===== config.mk =====
export PLATFORM = sky130hd
export DESIGN_NAME = softstart_ramp
export DESIGN_NICKNAME = d
export VERILOG_FILES = /design/src/rtl/softstart_ramp.sv
export SDC_FILE = /design/constraint.sdc
export NUM_CORES = 1
export LEC_CHECK = 0
export ABC_AREA = 1
export BUFFER_PORTS_ARGS = -buffer_cell sky130_fd_sc_hd__buf_2
export CORE_ASPECT_RATIO = 0.7
export CORE_MARGIN = 2
export CORE_UTILIZATION = 39
export DETAILED_ROUTE_END_ITERATION = 10
export HOLD_SLACK_MARGIN = 0.08
export PLACE_DENSITY = 0.64
export RECOVER_POWER = 25
export SLEW_MARGIN = 0
export SYNTH_ARGS = -nofsm -noshare
export SYNTH_HDL_FRONTEND = slang
export SYNTH_SLANG_ARGS = --single-unit

===== constraint.sdc =====
create_clock -name clk -period 2.2 [get_ports clk]
set_clock_uncertainty 0.1 [all_clocks]
set_input_delay 0.44 -clock clk [delete_from_list [all_inputs] [get_ports clk]]
set_output_delay 0.44 -clock clk [all_outputs]
set_load 0.02 [all_outputs]

===== src/rtl/softstart_ramp.sv =====
module softstart_ramp #(
  parameter int CODE_W      = 8,
  parameter int STEP        = 4,
  parameter int TICK_CYCLES = 12500
) (
  input  logic              clk,
  input  logic              rst_n,
  input  logic              start,
  input  logic              abort,
  input  logic [CODE_W-1:0] target,
  output logic [CODE_W-1:0] code,
  output logic              done
);

  localparam int SUM_W = CODE_W + 1;
  localparam int CNT_W = (TICK_CYCLES > 1) ? $clog2(TICK_CYCLES) : 1;
  localparam logic [CNT_W-1:0]  CNT_LAST = CNT_W'(TICK_CYCLES - 1);
  localparam logic [SUM_W-1:0]  STEP_S   = SUM_W'(STEP);
  localparam logic [CODE_W-1:0] STEP_C   = CODE_W'(STEP);

  logic              running;
  logic [CNT_W-1:0]  cnt;
  logic [CODE_W-1:0] goal;
  logic [CODE_W-1:0] code_q;
  logic              done_q;

  wire              tick  = running && (cnt == CNT_LAST);
  wire [SUM_W-1:0]  nxt   = {1'b0, code_q} + STEP_S;
  wire              reach = nxt >= {1'b0, goal};

  always_ff @(posedge clk) begin
    if (!rst_n) begin
      running <= 1'b0;
      cnt     <= '0;
      goal    <= '0;
      code_q  <= '0;
      done_q  <= 1'b0;
    end else if (abort) begin
      running <= 1'b0;
      cnt     <= '0;
      code_q  <= '0;
      done_q  <= 1'b0;
    end else if (start) begin
      running <= 1'b1;
      cnt     <= '0;
      goal    <= target;
      code_q  <= '0;
      done_q  <= 1'b0;
    end else if (running) begin
      if (tick) begin
        cnt <= '0;
        if (reach) begin
          code_q  <= goal;
          done_q  <= 1'b1;
          running <= 1'b0;
        end else begin
          code_q <= nxt[CODE_W-1:0];
        end
      end else begin
        cnt <= cnt + 1'b1;
      end
    end
  end

  assign code = code_q;
  assign done = done_q;

  AST_MONOTONIC: assert property (@(posedge clk) disable iff (!rst_n)
    (!abort && !start) |=> (code >= $past(code)));

  AST_STEP_LIMIT: assert property (@(posedge clk) disable iff (!rst_n)
    (!abort && !start) |=> ((code - $past(code)) <= STEP_C));

  AST_NO_OVERSHOOT: assert property (@(posedge clk) disable iff (!rst_n)
    code <= goal);

  AST_DONE_AT_GOAL: assert property (@(posedge clk) disable iff (!rst_n)
    done |-> (code == goal));

  AST_DONE_HOLDS: assert property (@(posedge clk) disable iff (!rst_n)
    (done && !abort && !start) |=> (done && $stable(code)));

  AST_ABORT_CLEARS: assert property (@(posedge clk) disable iff (!rst_n)
    abort |=> (code == '0 && !done));

  AST_START_ZERO: assert property (@(posedge clk) disable iff (!rst_n)
    (start && !abort) |=> (code == '0 && !done));

endmodule


==> results of run 1 <==
[timing repair]
item,CTS,global route
resized for setup,1,12
hold endpoints to repair,0,0
endpoints found under the setup margin,1,10
[power groups by stage]
stage,Sequential (mW),Combinational (mW),Clock (mW)
after CTS,0.596,0.104,0.433
after detailed placement,0.609,0.102,0
after global routing,0.597,0.123,0.460
after floorplan,0.606,0.0729,0
final,0.596,0.106,0.425
after global placement,0.609,0.101,0
[per-stage QoR]
step                      TNS (ps)  util [%]  std cells
final                            0      47.5        322
after global routing        -0.346      47.5        322
after CTS                        0      46.3        322
after detailed placement         0      44.4        315
after global placement           0      44.4        315
after floorplan                  0         -        239
[worst min-delay path: stages]
cell and delay, ps:
buf_2 70, nor2_1 30, nor2_1 80
[metal layers]
layer	routed length, microns	part of all wire (%)	vias to the layer above
li1	-	-	832
met1	1980	56	659
met2	1380	39	25
met3	148	4.2	4
met4	49	1.4	0
met5	0	0	-
[kinds of logic (layout without fill, tap and decap cells)]
family                   count (synthesis)  count (layout)  synth area share (%)
AO/OA/AOI/OAI                           42              42                  12.7
AND/OR/NAND/NOR                        105             105                  30.4
adder cells (fa/ha/maj)                 10              10                  7.24
XOR/XNOR                                 5               5                  2.53
flip-flops                              32              32                  37.1
buffers and inverters                   45              73                  10.1
[placed cells by master (no fill, tap or decap), types with 4 or more instances in the layout]
cell / n
nand4_1: 6
buf_2: 19
nand3_1: 18
a21oi_1: 20
ha_1: 9
nand2_1: 41
inv_2: 6
o21ai_0: 8
nor3_1: 5
nor2_1: 17
inv_1: 36
clkbuf_8: 5
o21ai_1: 10
buf_4: 4
dfxtp_1: 29
[state kept, by name, indices dropped and copies added (netlist names)]
register and flops:
goal 8, done 1, code 8, running 1, cnt 14
[final timing paths]
check	start	slack [ps]	to	cells past startpoint
worst max-delay path	code[3]	180	running	14
worst min-delay path	target[0]	290	goal[0]	3
worst max register to register	code[3]	180	running	14
worst min register to register	done	360	done	2
[layout make-up]
type	instances	area (sq um)	area share (%)
clock inverter	1	5.00	0.245
inverter	42	158	7.71
multi-input combinational	162	967	47.3
timing repair buffer	24	129	6.30
tap	55	68.8	3.37
clock buffer	6	72.6	3.55
sequential	32	644	31.5
==> metrics.md, run 1 <==
| Metric | Value |
|---|---|
| Hold Violations, Final | `0` |
| Worst Hold Slack | `289 ps` |
| Max-cap violations | `0` |
| Core area | `~0.0043 sq mm` |
| Final instance area | `0.00204 sq mm` |
| GR Util met1 | `between 20% and 30%` |
| Sw Ratio | `between 20% and 30%` |
| Clock Pin Slew Worst Setup and Hold Paths | `roughly 60 ps` |
| Num CTS Buffers | `5` |
| Initial cell density of the core | `roughly 40%` |
| Slew Limit Fails | `0` |
| Yosys warns | `0` |
| Syn nets | `roughly 260` |
| Clock Sinks | `32` |
| Reg power frac | `between 50 and 60%` |
| Nets | `a little under 300` |
| Number of global-route vias before repair | `between 1000 and 1500` |
| Hold Buf Count CTS | `0` |
| Critical-path top delay cell | `dfxtp_2` |
| Relative max-transition margin | `around 75%` |
| Die W | `83.6 microns` |
| Port bufs | `20` |
| Yosys reg bits | `32` |
| Internal cell power | `between 0.8 and 0.9 mW` |
| Register area share after synthesis | `a little under two fifths` |
| Slew @ Worst Pin | `~370 ps` |
| Critical path arrival | `~2100 ps` |
| Global routing's busiest layer | `met1` |
| Post-synthesis cell type count | `28` |
| Comb pwr share | `under 10%` |
| Placer Congestion | `between 0.8 and 0.9` |
| Ys flop type | `dfxtp_1` |
| Minimum clock period after layout | `about 2000 ps` |
| H-Tree Depth | `2` |
| Antenna violation net count after detailed routing | `0` |
| Syn Inst Count | `~240` |
| Full die area | `around 0.0050 sq mm` |
| Synth Area per Inst | `7.23 sq um` |
| Root Driver | `clkbuf_8` |
| Num rows | `20` |
| Sw Pwr | `0.283 mW` |
| Startpoint Class | `flip-flop` |
| Fin crit share | `between 90% and 100%` |
| Clk pwr share | `a little under two fifths` |
| Cell Area, Placed | `0.00191 sq mm` |
| Worst-path cell chain | `ha_4 -> xor2_2 -> ha_1 -> nand2_1 -> inv_1 -> nand2_1 -> nand3_1 -> nand2_1 -> nand2_1 -> nand2_2 -> nand2_4 -> nand2_2 -> nand2_1 -> a21oi_1` |
| Layout area overhead | `18.3%` |
| Worst-skew pair later-pin latency | `between 200 and 300 ps` |
| Run status | `finished, final reports clean` |
| Fraction of layout cells with a size suffix above 1 | `between 20% and 30%` |
| Total power | `between 1 and 1.5 mW` |
| Drt first pass iters | `4` |
| Worst VDD drop | `just under 0.2 mV` |
| Met3 usage | `about 4.3%` |
| Met2 usage | `about 22%` |
| Number of flops mapped to enable cells by yosys | `0` |
| Pleak | `0.836 nW` |
| First-pass GRT wire length | `approximately 6100 microns` |
| Critical Path Fanout Max | `10` |
| Top cell type by total area after synthesis | `dfxtp_1` |
| Required time worst endpoint | `2310 ps` |
| Pwr Density | `around 550 mW/mm^2` |
| DRC viols | `0` |
| Routed WL per cell | `between 10 and 15 microns` |
| Initial DRC count | `74` |
| Area contributors post-synth | `dfxtp_1 37%, nand2_1 9.1%, inv_1 7.8%, ha_1 7.2%, a21oi_1 6.1%` |
| Clk buf depth | `2` |
| Die Y | `a little under 60 microns` |
| Post-CTS setup buffer count | `0` |
| WP buf/inv | `1` |
| PnR worst setup slack | `roughly 180 ps` |
| HPWL Detailed | `2710 microns` |
| TritonCTS clock tree | `built` |
| Vias | `1520` |
| Final wirelength | `approximately 3600 microns` |
| Cell with the most instances after synthesis | `nand2_1` |
| Pre-CTS WS | `15.2 ps` |
| Crit path top cell by count | `nand2_1` |
| Diode count | `0` |
| Synth cell count leaders | `42 x nand2_1, 36 x inv_1, 32 x dfxtp_1` |
| CP max stage delay | `~350 ps` |
| Via density | `approximately 4.7` |
| Crit path max-delay family | `simple AND/OR/NAND/NOR gates` |
| Gr usage total | `between 10% and 20%` |
| Crit Path Class | `flip-flop to flip-flop` |
| Yosys top cell area share | `37.1%` |
| Largest net degree at the start of global routing | `16` |
| Setup violations, final | `0` |
| Aggregate global routing overflow | `0` |
| Initial antenna violation count | `0` |
| F_max | `495 MHz` |
| Post-synth ARST share | `0%` |
| Synth Cell Area | `about 0.0017 sq mm` |
| Layout fillers | `438` |
| Min-Delay Path Class | `input port to flip-flop` |
| IO Count | `21` |
| Crit. End Element | `flip-flop` |
Note: power is estimated with default switching activity, not from simulation.
==> run 2, diff against run 1 <==
--- a/config.mk
+++ b/config.mk
@@ -10,9 +10,10 @@
 export CORE_ASPECT_RATIO = 0.7
 export CORE_MARGIN = 2
 export CORE_UTILIZATION = 39
+export CTS_BUF_LIST = sky130_fd_sc_hd__clkbuf_16
 export DETAILED_ROUTE_END_ITERATION = 10
 export HOLD_SLACK_MARGIN = 0.08
-export PLACE_DENSITY = 0.64
+export PLACE_DENSITY = 0.66
 export RECOVER_POWER = 25
 export SLEW_MARGIN = 0
 export SYNTH_ARGS = -nofsm -noshare
==> constraint.sdc (replaced) <==
create_clock -name clk -period 1.8 [get_ports clk]
set_clock_uncertainty 0.1 [all_clocks]
set_input_delay 0.36 -clock clk [delete_from_list [all_inputs] [get_ports clk]]
set_output_delay 0.36 -clock clk [all_outputs]
set_load 0.02 [all_outputs]
==> run 2 against run 1 <==
The flow now finishes with violations (negative setup slack). Count of clock-buffer cells in the layout down 1. Via count is 5.7% higher. Highest routed layer unchanged. Critical path depth unchanged. Total power increased by 47%.
==> metrics.md, run 2 (synthesis results as in run 1) <==
| Metric | Value |
|---|---|
| Startpoint Class | `flip-flop` |
| Antenna violation net count after detailed routing | `0` |
| Reg with most FFs | `cnt` |
| Root Driver | `clkbuf_16` |
| Num CTS Buffers | `5` |
| Number of global-route vias before repair | `approximately 1400` |
| TritonCTS clock tree | `built` |
| Failing checks | `negative setup slack` |
| Top flop regs | `cnt x14, code x8, goal x8` |
| DRC viols | `0` |
| Core area | `~0.0043 sq mm` |
| Initial DRC count | `95` |
| Clock Pin Slew Worst Setup and Hold Paths | `50 ps` |
| Max-cap violations | `0` |
| Via density | `4.79` |
| Pwr Density | `about 720 mW/mm^2` |
| Critical Path Fanout Max | `7` |
| Fraction of layout cells with a size suffix above 1 | `32.9%` |
| Clock Sinks | `32` |
| Min-Delay Path Class | `input port to flip-flop` |
| Fin cells | `roughly 340` |
| Aggregate global routing overflow | `0` |
| IO Count | `21` |
| PnR worst setup slack | `-155 ps` |
| Most frequent cells in the layout | `35 x inv_1, 31 x nand2_1, 28 x dfxtp_1` |
| Final instance area | `approximately 0.0023 sq mm` |
| RSZ-0062 raised after global routing | `yes` |
| Vias | `roughly 1600` |
| Slew Limit Fails | `0` |
| Routed WL per cell | `approximately 11 microns` |
| Num rows | `20` |
| Diode count | `0` |
| Pleak | `about 0.95 nW` |
| Die Y | `slightly below 60 microns` |
| Die W | `roughly 84 microns` |
| Most common cell after layout, fill and taps aside | `inv_1` |
| R2R setup slack | `-150 ps` |
| Placer Congestion | `roughly 0.87` |
| Hold Violations, Final | `0` |
| Worst Hold Slack | `approximately 210 ps` |
| Critical path arrival | `roughly 2100 ps` |
| Crit. End Element | `flip-flop` |
| Nets | `between 300 and 400` |
| Layout area overhead | `34.3%` |
| First-pass GRT wire length | `between 6000 and 7000 microns` |
| Max reg flops | `14` |
| Clk buf depth | `2` |
| Largest net degree at the start of global routing | `16` |
| Relative max-transition margin | `between 70% and 80%` |
| Crit Path Class | `flip-flop to flip-flop` |
| Worst VDD drop | `around 0.49 mV` |
| Required time worst endpoint | `around 1900 ps` |
| Dpl cells | `~320` |
| Slew @ Worst Pin | `350 ps` |
| F_max | `512 MHz` |
| Full die area | `around 0.005 sq mm` |
| Gr usage total | `16.5%` |
| Initial antenna violation count | `0` |
| Fin crit share | `109%` |
| Setup violations, final | `10` |
| Port bufs | `20` |
| Drt first pass iters | `4` |
| Hold Buf Count CTS | `0` |
| Cell Area, Placed | `about 0.0020 sq mm` |
| Final core utilization | `about 54%` |
| Total power | `between 1.5 and 2 mW` |
| Initial cell density of the core | `~40%` |
| HPWL Detailed | `between 2000 and 3000 microns` |
| H-Tree Depth | `2` |
| Minimum clock period after layout | `roughly 2000 ps` |
| Run status | `finished with violations` |
| Worst-skew pair later-pin latency | `~270 ps` |
| Final wirelength | `3800 microns` |
[run 2: cell types whose count changed in the layout (fill, tap and decap cells not counted), moves of 5 or more]
cell,previous run,this run
buf_4,4,15
nand2_2,3,11
clkbuf_8,5,0
nand2_1,41,31
clkbuf_16,0,5
[run 2: timing repair]
| action | in CTS | in global routing |
|---|---|---|
| setup buffers | 2 | 2 |
| pin swaps | 8 | 8 |
| gates resized for setup | 8 | 26 |
| cloned | 1 | 0 |
| endpoints found under the setup margin | 10 | 11 |
[run 2: layer usage]
metal,global-route usage (%),wire length (microns),vias to the layer above
met1,24.5,2110,708
met3,6.08,182,5
met5,0,0,-
met4,5.99,39,0
li1,-,-,860
met2,21.4,1470,33
[run 2: per-stage QoR]
stage	TNS [ps]	setup slack [ps]
2_1_floorplan	-901	-111
3_3_place_gp	-1940	-215
3_5_place_dp	-2230	-251
4_1_cts	-1330	-161
5_1_grt	-2630	-280
6_report	-1290	-155
[run 2: power breakdown]
part | switching, mW | internal (mW) | total [mW]
Combinational | 0.102 | 0.0603 | 0.163
Clock | 0.275 | 0.496 | 0.771
Sequential | 0.00741 | 0.719 | 0.726
Total | 0.385 | 1.27 | 1.66
[run 2: path summary, 6_finish.rpt]
path              startpoint       to  depth (start not counted)
setup / recovery     code[2]  running                         14
hold / removal     target[0]  goal[0]                          3
setup reg to reg     code[2]  running                         14
hold reg to reg         done     done                          2
[run 2: layout make-up]
class	instances	area [sq um]
Inverter	42	158
Clock inverter	3	11.3
Fill cell	397	1980
Multi-Input combinational cell	163	1090
Timing Repair Buffer	35	211
Sequential cell	32	653
Tap cell	55	68.8
Clock buffer	5	125
[run 2: worst max-delay path, cell delays in order (launching register included)]
cell	delay [ps]
dfxtp_4	370
ha_4	170
xor2_4	190
ha_4	230
nand2_2	40
inv_1	40
nand2_1	50
nand3_1	80
nand2_2	70
nand2_2	60
nand2_4	120
nand2_4	90
nand2_4	90
nand2_2	50
a21oi_2	130
